`src/rtl/rxo_pkg.sv`:
```
package rxo_pkg;

    typedef enum logic [3:0] {
        ST_IDLE,
        ST_LAST_POLL,
        ST_MISSED,
        ST_NEXT_POLL,
        ST_XFER,
        ST_WB_CHAIN,
        ST_AHEAD_POLL,
        ST_WB_ERR,
        ST_DROP,
        ST_WB_END
    } rxo_state_e;

    typedef struct packed {
        logic stat;
        logic buff;
        logic oflo;
        logic eop;
    } rxo_wb_flags_t;

    function automatic rxo_wb_flags_t wb_flags_for(input rxo_state_e st, input logic oflo);
        rxo_wb_flags_t f;
        f = '0;
        case (st)
            ST_WB_ERR: begin f.stat = 1'b1; f.buff = 1'b1; f.oflo = oflo; end
            ST_WB_END: begin f.stat = 1'b1; f.eop = 1'b1; end
            default:   f = '0;
        endcase
        return f;
    endfunction

    function automatic logic is_wb_state(input rxo_state_e st);
        return (st == ST_WB_CHAIN) || (st == ST_WB_ERR) || (st == ST_WB_END);
    endfunction

endpackage

```
`src/rtl/rxo_ring_ptr.sv`:
```
module rxo_ring_ptr #(
    parameter int IDX_W = 7
) (
    input  logic             clk,
    input  logic             rst,
    input  logic [IDX_W-1:0] ring_last,
    input  logic             advance,
    output logic [IDX_W-1:0] cur_idx,
    output logic [IDX_W-1:0] nxt_idx
);
    logic [IDX_W-1:0] cur_q;

    always_comb begin
        if (cur_q >= ring_last) nxt_idx = '0;
        else                    nxt_idx = cur_q + 1'b1;
    end

    always_ff @(posedge clk) begin
        if (rst)          cur_q <= '0;
        else if (advance) cur_q <= nxt_idx;
    end

    assign cur_idx = cur_q;
endmodule

```
`src/rtl/rxo_len_track.sv`:
```
module rxo_len_track #(
    parameter int BLEN_W = 12,
    parameter int MCNT_W = 16
) (
    input  logic              clk,
    input  logic              rst,
    input  logic              clr_frame,
    input  logic              clr_buf,
    input  logic              beat,
    input  logic [BLEN_W-1:0] buf_len,
    output logic              buf_full,
    output logic [MCNT_W-1:0] frm_bytes
);
    logic [BLEN_W-1:0] buf_cnt;
    logic [MCNT_W-1:0] frm_cnt;

    always_ff @(posedge clk) begin
        if (rst || clr_frame) begin
            buf_cnt <= '0;
            frm_cnt <= '0;
        end else begin
            if (clr_buf)   buf_cnt <= '0;
            else if (beat) buf_cnt <= buf_cnt + 1'b1;
            if (beat)      frm_cnt <= frm_cnt + 1'b1;
        end
    end

    assign buf_full  = (buf_cnt == buf_len);
    assign frm_bytes = frm_cnt;
endmodule

```
`src/rtl/rxo_sat_cnt.sv`:
```
module rxo_sat_cnt #(
    parameter int CNT_W    = 16,
    parameter bit SATURATE = 1'b1
) (
    input  logic             clk,
    input  logic             rst,
    input  logic             inc,
    output logic [CNT_W-1:0] cnt
);
    logic [CNT_W-1:0] cnt_q;
    logic             step;

    generate
        if (SATURATE) begin : g_sat
            assign step = inc && !(&cnt_q);
        end else begin : g_wrap
            assign step = inc;
        end
    endgenerate

    always_ff @(posedge clk) begin
        if (rst)       cnt_q <= '0;
        else if (step) cnt_q <= cnt_q + 1'b1;
    end

    assign cnt = cnt_q;
endmodule

```
`src/rtl/rxo_fsm.sv`:
```
module rxo_fsm
    import rxo_pkg::*;
(
    input  logic          clk,
    input  logic          rst,
    input  logic          frm_accept,
    input  logic          frm_done,
    input  logic          data_avail,
    input  logic          fifo_ovf,
    input  logic          buf_full,
    input  logic          poll_ack,
    input  logic          poll_own,
    input  logic          wb_ready,
    output logic          poll_req,
    output logic          poll_sel_nxt,
    output logic          wb_valid,
    output rxo_wb_flags_t wb_flags,
    output logic          advance,
    output logic          clr_frame,
    output logic          clr_buf,
    output logic          xfer_en,
    output logic          miss_evt
);
    rxo_state_e st_q, st_d;
    logic cur_own_q, cur_own_d;
    logic nxt_own_q, nxt_own_d;
    logic oflo_q, oflo_d;
    logic miss_d;

    always_comb begin
        st_d      = st_q;
        cur_own_d = cur_own_q;
        nxt_own_d = nxt_own_q;
        oflo_d    = oflo_q;
        miss_d    = 1'b0;
        advance   = 1'b0;
        clr_frame = 1'b0;
        clr_buf   = 1'b0;
        case (st_q)
            ST_IDLE: begin
                if (frm_accept) begin
                    clr_frame = 1'b1;
                    st_d      = cur_own_q ? ST_NEXT_POLL : ST_LAST_POLL;
                end
            end
            ST_LAST_POLL: begin
                if (poll_ack) begin
                    if (poll_own) begin
                        cur_own_d = 1'b1;
                        st_d      = ST_NEXT_POLL;
                    end else begin
                        miss_d = 1'b1;
                        st_d   = ST_MISSED;
                    end
                end
            end
            ST_MISSED: begin
                if (frm_done) st_d = ST_IDLE;
            end
            ST_NEXT_POLL, ST_AHEAD_POLL: begin
                if (poll_ack) begin
                    nxt_own_d = poll_own;
                    st_d      = ST_XFER;
                end
            end
            ST_XFER: begin
                if (frm_done) begin
                    st_d = ST_WB_END;
                end else if (buf_full && data_avail) begin
                    if (nxt_own_q) begin
                        st_d = ST_WB_CHAIN;
                    end else begin
                        oflo_d = fifo_ovf;
                        st_d   = ST_WB_ERR;
                    end
                end
            end
            ST_WB_CHAIN: begin
                if (wb_ready) begin
                    advance   = 1'b1;
                    clr_buf   = 1'b1;
                    cur_own_d = 1'b1;
                    nxt_own_d = 1'b0;
                    st_d      = ST_AHEAD_POLL;
                end
            end
            ST_WB_ERR: begin
                if (wb_ready) begin
                    advance   = 1'b1;
                    clr_buf   = 1'b1;
                    cur_own_d = 1'b0;
                    nxt_own_d = 1'b0;
                    st_d      = ST_DROP;
                end
            end
            ST_DROP: begin
                if (frm_done) st_d = ST_IDLE;
            end
            ST_WB_END: begin
                if (wb_ready) begin
                    advance   = 1'b1;
                    cur_own_d = nxt_own_q;
                    nxt_own_d = 1'b0;
                    st_d      = ST_IDLE;
                end
            end
            default: st_d = ST_IDLE;
        endcase
    end

    always_ff @(posedge clk) begin
        if (rst) begin
            st_q      <= ST_IDLE;
            cur_own_q <= 1'b0;
            nxt_own_q <= 1'b0;
            oflo_q    <= 1'b0;
            miss_evt  <= 1'b0;
        end else begin
            st_q      <= st_d;
            cur_own_q <= cur_own_d;
            nxt_own_q <= nxt_own_d;
            oflo_q    <= oflo_d;
            miss_evt  <= miss_d;
        end
    end

    assign poll_req     = (st_q == ST_LAST_POLL) || (st_q == ST_NEXT_POLL) || (st_q == ST_AHEAD_POLL);
    assign poll_sel_nxt = (st_q != ST_LAST_POLL);
    assign wb_valid     = is_wb_state(st_q);
    assign wb_flags     = wb_flags_for(st_q, oflo_q);
    assign xfer_en      = (st_q == ST_XFER) && !buf_full;
endmodule

```
`src/rtl/rx_own_lookahead.sv`:
```
module rx_own_lookahead
    import rxo_pkg::*;
#(
    parameter int IDX_W  = 7,
    parameter int BLEN_W = 12,
    parameter int MCNT_W = 16,
    parameter int MISS_W = 16
) (
    input  logic              clk,
    input  logic              rst,
    input  logic [IDX_W-1:0]  ring_last,
    input  logic [BLEN_W-1:0] buf_len,
    input  logic              frm_accept,
    input  logic              frm_done,
    input  logic              data_avail,
    input  logic              fifo_ovf,
    input  logic              wr_beat,
    output logic              xfer_en,
    output logic              poll_req,
    output logic [IDX_W-1:0]  poll_idx,
    input  logic              poll_ack,
    input  logic              poll_own,
    output logic              wb_valid,
    input  logic              wb_ready,
    output logic [IDX_W-1:0]  wb_idx,
    output logic              wb_stat,
    output logic              wb_buff,
    output logic              wb_oflo,
    output logic              wb_eop,
    output logic [MCNT_W-1:0] wb_mcnt,
    output logic              miss_evt,
    output logic [MISS_W-1:0] miss_cnt
);
    logic [IDX_W-1:0] cur_idx, nxt_idx;
    logic             advance, clr_frame, clr_buf, buf_full, poll_sel_nxt;
    rxo_wb_flags_t    flags;

    rxo_ring_ptr #(.IDX_W(IDX_W)) u_ring (
        .clk(clk), .rst(rst), .ring_last(ring_last), .advance(advance),
        .cur_idx(cur_idx), .nxt_idx(nxt_idx)
    );

    rxo_len_track #(.BLEN_W(BLEN_W), .MCNT_W(MCNT_W)) u_len (
        .clk(clk), .rst(rst), .clr_frame(clr_frame), .clr_buf(clr_buf),
        .beat(wr_beat), .buf_len(buf_len), .buf_full(buf_full), .frm_bytes(wb_mcnt)
    );

    rxo_sat_cnt #(.CNT_W(MISS_W), .SATURATE(1'b1)) u_miss (
        .clk(clk), .rst(rst), .inc(miss_evt), .cnt(miss_cnt)
    );

    rxo_fsm u_fsm (
        .clk(clk), .rst(rst), .frm_accept(frm_accept), .frm_done(frm_done),
        .data_avail(data_avail), .fifo_ovf(fifo_ovf), .buf_full(buf_full),
        .poll_ack(poll_ack), .poll_own(poll_own), .wb_ready(wb_ready),
        .poll_req(poll_req), .poll_sel_nxt(poll_sel_nxt), .wb_valid(wb_valid),
        .wb_flags(flags), .advance(advance), .clr_frame(clr_frame), .clr_buf(clr_buf),
        .xfer_en(xfer_en), .miss_evt(miss_evt)
    );

    assign poll_idx = poll_sel_nxt ? nxt_idx : cur_idx;
    assign wb_idx   = cur_idx;
    assign wb_stat  = flags.stat;
    assign wb_buff  = flags.buff;
    assign wb_oflo  = flags.oflo;
    assign wb_eop   = flags.eop;
endmodule

```
`config.mk`:
```
export PLATFORM = sky130hd
export DESIGN_NAME = rx_own_lookahead
export DESIGN_NICKNAME = d
export VERILOG_FILES = /design/src/rtl/rxo_pkg.sv /design/src/rtl/rxo_ring_ptr.sv /design/src/rtl/rxo_len_track.sv /design/src/rtl/rxo_sat_cnt.sv /design/src/rtl/rxo_fsm.sv /design/src/rtl/rx_own_lookahead.sv
export SDC_FILE = /design/constraint.sdc
export NUM_CORES = 1
export LEC_CHECK = 0
export ABC_AREA = 0
export BUFFER_PORTS_ARGS = -buffer_cell sky130_fd_sc_hd__buf_2
export CAP_MARGIN = 20
export CORE_MARGIN = 2
export CORE_UTILIZATION = 35
export DETAILED_ROUTE_END_ITERATION = 12
export SYNTH_ARGS = -nofsm -noshare
export SYNTH_HDL_FRONTEND = slang
export SYNTH_SLANG_ARGS = --single-unit
```
`constraint.sdc`:
```
create_clock -name clk -period 5.5 [get_ports clk]
set_input_delay 0.275 -clock clk [delete_from_list [all_inputs] [get_ports clk]]
set_output_delay 0.275 -clock clk [all_outputs]
set_load 0.05 [all_outputs]
```
Yosys cells after proc, flatten, opt, wreduce, memory -nomap -nowiden --
Index checks and enable logic that the tools add are counted.
Word-level totals: register bits 59, output and inout port bits 54, word-level logic and storage cells 96
Cells by class: $add $sub $neg 4, $lt $le $gt $ge 1, eq/ne operators 21, multiplexer cells 32, bitwise gates (word level) 4, reductions and logical operators 25
Operators with widths (number):
- two-way mux 4 bit | 9
- adder 16 x 1 -> 16 bit (second input constant) | 2
- case mux 4 bit (8 select lines) | 1
- == test 4 x 3 -> 1 bit (second input constant) | 4
- AND reduction 16 bit | 1
- two-way mux 1 bit | 15
- two-way mux 7 bit | 2
- inequality test 2 bit (second input constant) | 7
- adder 12 x 1 -> 12 bit (second input constant) | 1
- == test 12 bit | 1
- OR reduction 2 bit | 5
- == test 4 x 2 -> 1 bit (second input constant) | 2
- == test 4 bit (second input constant) | 2
- AND reduction 8 bit | 1
- adder 7 x 1 -> 7 bit (second input constant) | 1
- greater-or-equal comparator 7 bit | 1
- two-way mux 2 bit | 3
- AND reduction 6 bit | 1
- OR reduction 3 bit | 2
- logical OR 1 bit | 5
- == test 4 x 1 -> 1 bit (second input constant) | 1
- zero test 4 bit | 1
- inequality test 2 x 1 -> 1 bit (second input constant) | 2
- inequality test 4 x 1 -> 1 bit (second input constant) | 1
- other kinds (10) | 16

Longest topological paths before layout --
word-level depth 5, gate-level depth with buffers 9, gate-level depth less buffers 8

Hierarchy --
Synthesis repeated with hierarchy kept, for this count alone.
Unflattened totals: cells, all modules 442, area, all modules 3880.0 µm²
By module, submodules not included:
- rxo_len_track | instances 1, cells each 154, area each 1373.8 µm², sequential area each 560.5 µm²
- rxo_sat_cnt | instances 1, cells each 96, area each 833.3 µm², sequential area each 320.3 µm²
- rxo_ring_ptr | instances 1, cells each 89, area each 794.5 µm², sequential area each 140.1 µm²
- rxo_fsm | instances 1, cells each 95, area each 762.0 µm², sequential area each 160.2 µm²
- rx_own_lookahead | instances 1, cells each 8, area each 116.4 µm², sequential area each 0.0 µm²

Least setup slack after synthesis --
OpenSTA, ideal clock, no wires.
path kind reg2out, from reg u_ring.cur_q[0] (netlist: u_ring.cur_idx[0]), to out poll_idx[0], arrival 2586 ps, path slack 2639 ps, stages on the path, launching flop included 10, buffers on the path 1, cell sequence dfxtp_1 -> inv_1 -> ha_1 -> nand2b_1 -> a31oi_1 -> o21ai_1 -> a31oi_4 -> buf_4 -> nand3_1 -> o21ai_0
On the way: cells in the longest elaborated chain, start to end 3
Ends and longest elaborated chain:
- start: declaration | RTL line rxo_ring_ptr.sv:11 | logic [IDX_W-1:0] cur_q;
- start signal: assignment | RTL line rxo_ring_ptr.sv:20 | else if (advance) cur_q <= nxt_idx;
- adder 7 x 1 -> 7 bit / greater-or-equal comparator 7 bit (equally long branches) | RTL line rxo_ring_ptr.sv:15, rxo_ring_ptr.sv:14
- two-way mux 7 bit | RTL line rxo_ring_ptr.sv:14 | if (cur_q >= ring_last) nxt_idx = '0;
- two-way mux 7 bit (*) | RTL line rx_own_lookahead.sv:61 | assign poll_idx = poll_sel_nxt ? nxt_idx : cur_idx;
- end: declaration | RTL line rx_own_lookahead.sv:20 | output logic [IDX_W-1:0] poll_idx,
Mark *: on every way between the ends. The rest lies on a longest branch, timed or not.

Final worst setup path --
from reg u_ring.cur_q[2] (netlist: u_ring.cur_idx[2]), to out poll_idx[3]
On the way: cells in the longest elaborated chain, start to end 3
Ends and longest elaborated chain (RTL line):
- adder 7 x 1 -> 7 bit / greater-or-equal comparator 7 bit (equally long branches) | rxo_ring_ptr.sv:15, rxo_ring_ptr.sv:14
- two-way mux 7 bit (*) | rxo_ring_ptr.sv:14
- two-way mux 7 bit (*) | rx_own_lookahead.sv:61
Marked as above.

==> metrics.txt <==
Fin. Hold Viols=0; CTS max path bufs=2; WL met2=3.66 mm; commonest non-fill, non-tap cell in the layout=buf_2; synthesized area=3300 sq um; initial DRC count=103; fmax=343 MHz; Top cell by count, worst path=nand3_1; HPWL Detailed=5.70 mm; Mapped Cells=402; hold_buf cts=0; M1 WL=3.68 mm; Design Area, Final=3960 sq um; syn nets=442; sw frac=31.9%; Slew @ Worst Pin=0.632 ns; Setup Buffers After CTS=0; TritonRoute pass-1 iters=4; routed length per instance=13.2 microns; sequential share of the synthesized area=35.8%; fin crit share=53.0%; Critical Path RT=5.22 ns; num rows=35; synth warn=0; slowest stage delay, CP=0.48 ns; fin crit period=2.92 ns; Root Driver=clkbuf_8; P_leak=0.00179 uW; flops & latches, synth=59; clock skew=0.00897 ns; Post-synth EDFFs=0; IO Count=83; Area growth syn-to-layout=20.0%; Synth async-reset ratio=0%; WHS Path Cells=2; RSZ-0062 raised after global routing=no; via count=3069; reg2reg path depth=7; Initial Util=35.9%; critical path depth in cells=8; crit path max fanout=19; Pint=728 uW; Clk pwr share=36.8%; Seq pwr share=44.2%; wire length of the first global-routing pass=13.1 mm; global-route usage over all layers=15.8%; largest net degree at the start of global routing=33; CP Cell Sequence=ha_1 -> a21o_1 -> a31oi_1 -> o21ai_1 -> a31oi_4 -> nand3_1 -> nand3_1 -> buf_2; max-slew violation count=0; CP startpoint kind=flip-flop; WP buf/inv=1; sw power=341 uW; most frequent cells in the layout=82 x buf_2, 59 x dfxtp_1, 58 x nor2_1; Top Metal Used=met4; # resized after CTS=0; DR vias/cell=5.16; CP Capture Type=primary output; status=completed; CTS tree=yes; Die Ht=101 microns; Core Footprint=9200 sq um; die extent in x=101 microns; final wirelength=7.87 mm; relative slew slack=57.7%; drt drc=0; number of nets with antenna violations after routing=0; Pwr per Cell Area=270 nW/um^2; Die Area=10200 sq um; Distinct cells, synth=49; main flop type after synthesis=dfxtp_1; Clock Latency Late Sink=0.33 ns; Worst path slowest cell=a31oi_4; combinational power share=19.0%; Final setup viols=0; CTS H-Tree Depth=3; initial antenna violation count=0; CP top delay family=compound AO/OA/AOI/OAI gates; GP Congestion=0.819; DP Area=3770 sq um; CTS Buf Count=9; Worst Path Arrival=2.64 ns; Worst Setup Path Type=flip-flop to primary output; Mean Syn Cell Area=8.21 sq um; setup TNS=0 ns; number of port buffers=82; share of cells above drive strength 1=23.3%; # Max-Cap Violations=0; # diodes=0; vias in the first global route=2800; Max rail drop VDD=0.122 mV; NumNets Final=519; metal3 WL=431 microns; CTS Sinks=59; GRT Residual Overflow=0; Worst Hold Class=input pin to flip-flop; clock slew at reported path FFs=0.07 ns
[Yosys cell counts (2+ instances only)]
library cell,instances,share of area (%)
a21o_1,2,0.45
a21oi_1,11,1.7
a2bb2oi_1,2,0.53
a31o_2,2,0.53
a31oi_1,10,1.9
and2_1,3,0.57
and3_1,7,1.3
buf_2,6,0.91
buf_4,2,0.45
clkbuf_1,7,0.80
dfxtp_1,59,36
ha_1,11,4.2
inv_1,14,1.6
mux2i_1,11,3.3
nand2_1,42,4.8
nand2b_1,3,0.57
nand3_1,37,5.6
nand3b_1,4,0.91
nand4_1,11,2.1
nand4_2,2,0.76
nand4b_1,2,0.53
nor2_1,58,6.6
nor2b_1,3,0.57
nor3_1,5,0.76
nor4_1,4,0.76
nor4_2,4,1.5
o21a_1,2,0.45
o21ai_0,7,1.1
o22ai_1,2,0.38
or2_2,2,0.38
or3_1,3,0.57
xnor2_1,9,2.4
xor2_1,39,10
[per-stage QoR]
step,hold slack [ns],util (%),setup slack (ns),total power (uW),std cells
after detailed placement,0.485,41.0,2.95,685,579
final,0.170,43.1,2.58,1070,595
after global routing,0.184,43.1,2.37,1130,595
after CTS,0.159,43.1,2.58,1090,595
after floorplan,0.354,-,2.64,633,402
after global placement,0.464,41.0,3.05,681,579
[cell families (layout without fill, tap and decap cells)]
logic type	after synthesis	after routing	synth area share [%]
muxes	11	11	3.33
and+or+nand+nor	197	197	30.5
xor gates and xnor gates	48	48	12.7
AOI/OAI and AO/OA	46	46	9.40
buffers and inverters	30	112	4.09
DFF	59	59	35.8
adders and majority gates	11	11	4.17
[worst paths after layout]
kind | from | end | slack [ns]
worst max register to register | u_ring.cur_idx[2]$_SDFFE_PP0P_ | u_ring.cur_idx[5]$_SDFFE_PP0P_ | 3.31
worst max-delay path | u_ring.cur_idx[2]$_SDFFE_PP0P_ | poll_idx[3] | 2.58
worst min register to register | u_fsm.oflo_q$_SDFFE_PP0P_ | u_fsm.oflo_q$_SDFFE_PP0P_ | 0.49
worst min-delay path | poll_own | u_fsm.miss_evt$_SDFF_PP0_ | 0.17
[layout make-up]
| cell class | instances | area [sq um] |
|---|---|---|
| well taps | 111 | 139 |
| inverters | 14 | 52.6 |
| clock inverters | 5 | 52.6 |
| multi-input cells | 313 | 1990 |
| repair buffers | 82 | 410 |
| fillers | 964 | 5230 |
| clock buffers | 11 | 141 |
| flip-flops and latches | 59 | 1180 |
[power groups by stage]
stage               registers [uW]  clock network, uW  logic, uW
detailed placement             481                  0        204
finish                         473                393        203
global placement               481                  0        200
floorplan                      473                  0        160
global route                   475                427        227
CTS                            472                410        205
[worst register-to-register path, cell delays in order, from the launching register on]
cell	delay [ns]
dfxtp_1	0.47
ha_1	0.31
a21o_1	0.18
a31oi_1	0.17
o21ai_1	0.13
a31oi_4	0.48
nand3_1	0.18
a31oi_1	0.18
[layer usage]
metal,track usage (%),vias to the layer above
met5,0,-
met2,26.2,83
li1,-,1549
met1,20.6,1426
met4,4.37,0
met3,3.73,11
[state kept, by name, indices dropped and copies added, names as in the netlist]
register         flops
u_fsm.cur_own_q      1
u_fsm.miss_evt       1
u_fsm.nxt_own_q      1
u_fsm.oflo_q         1
u_fsm.st_q           4
u_len.buf_cnt       12
u_len.frm_bytes     16
u_miss.cnt          16
u_ring.cur_idx       7
No activity file was read; power rests on OpenSTA's default activity.
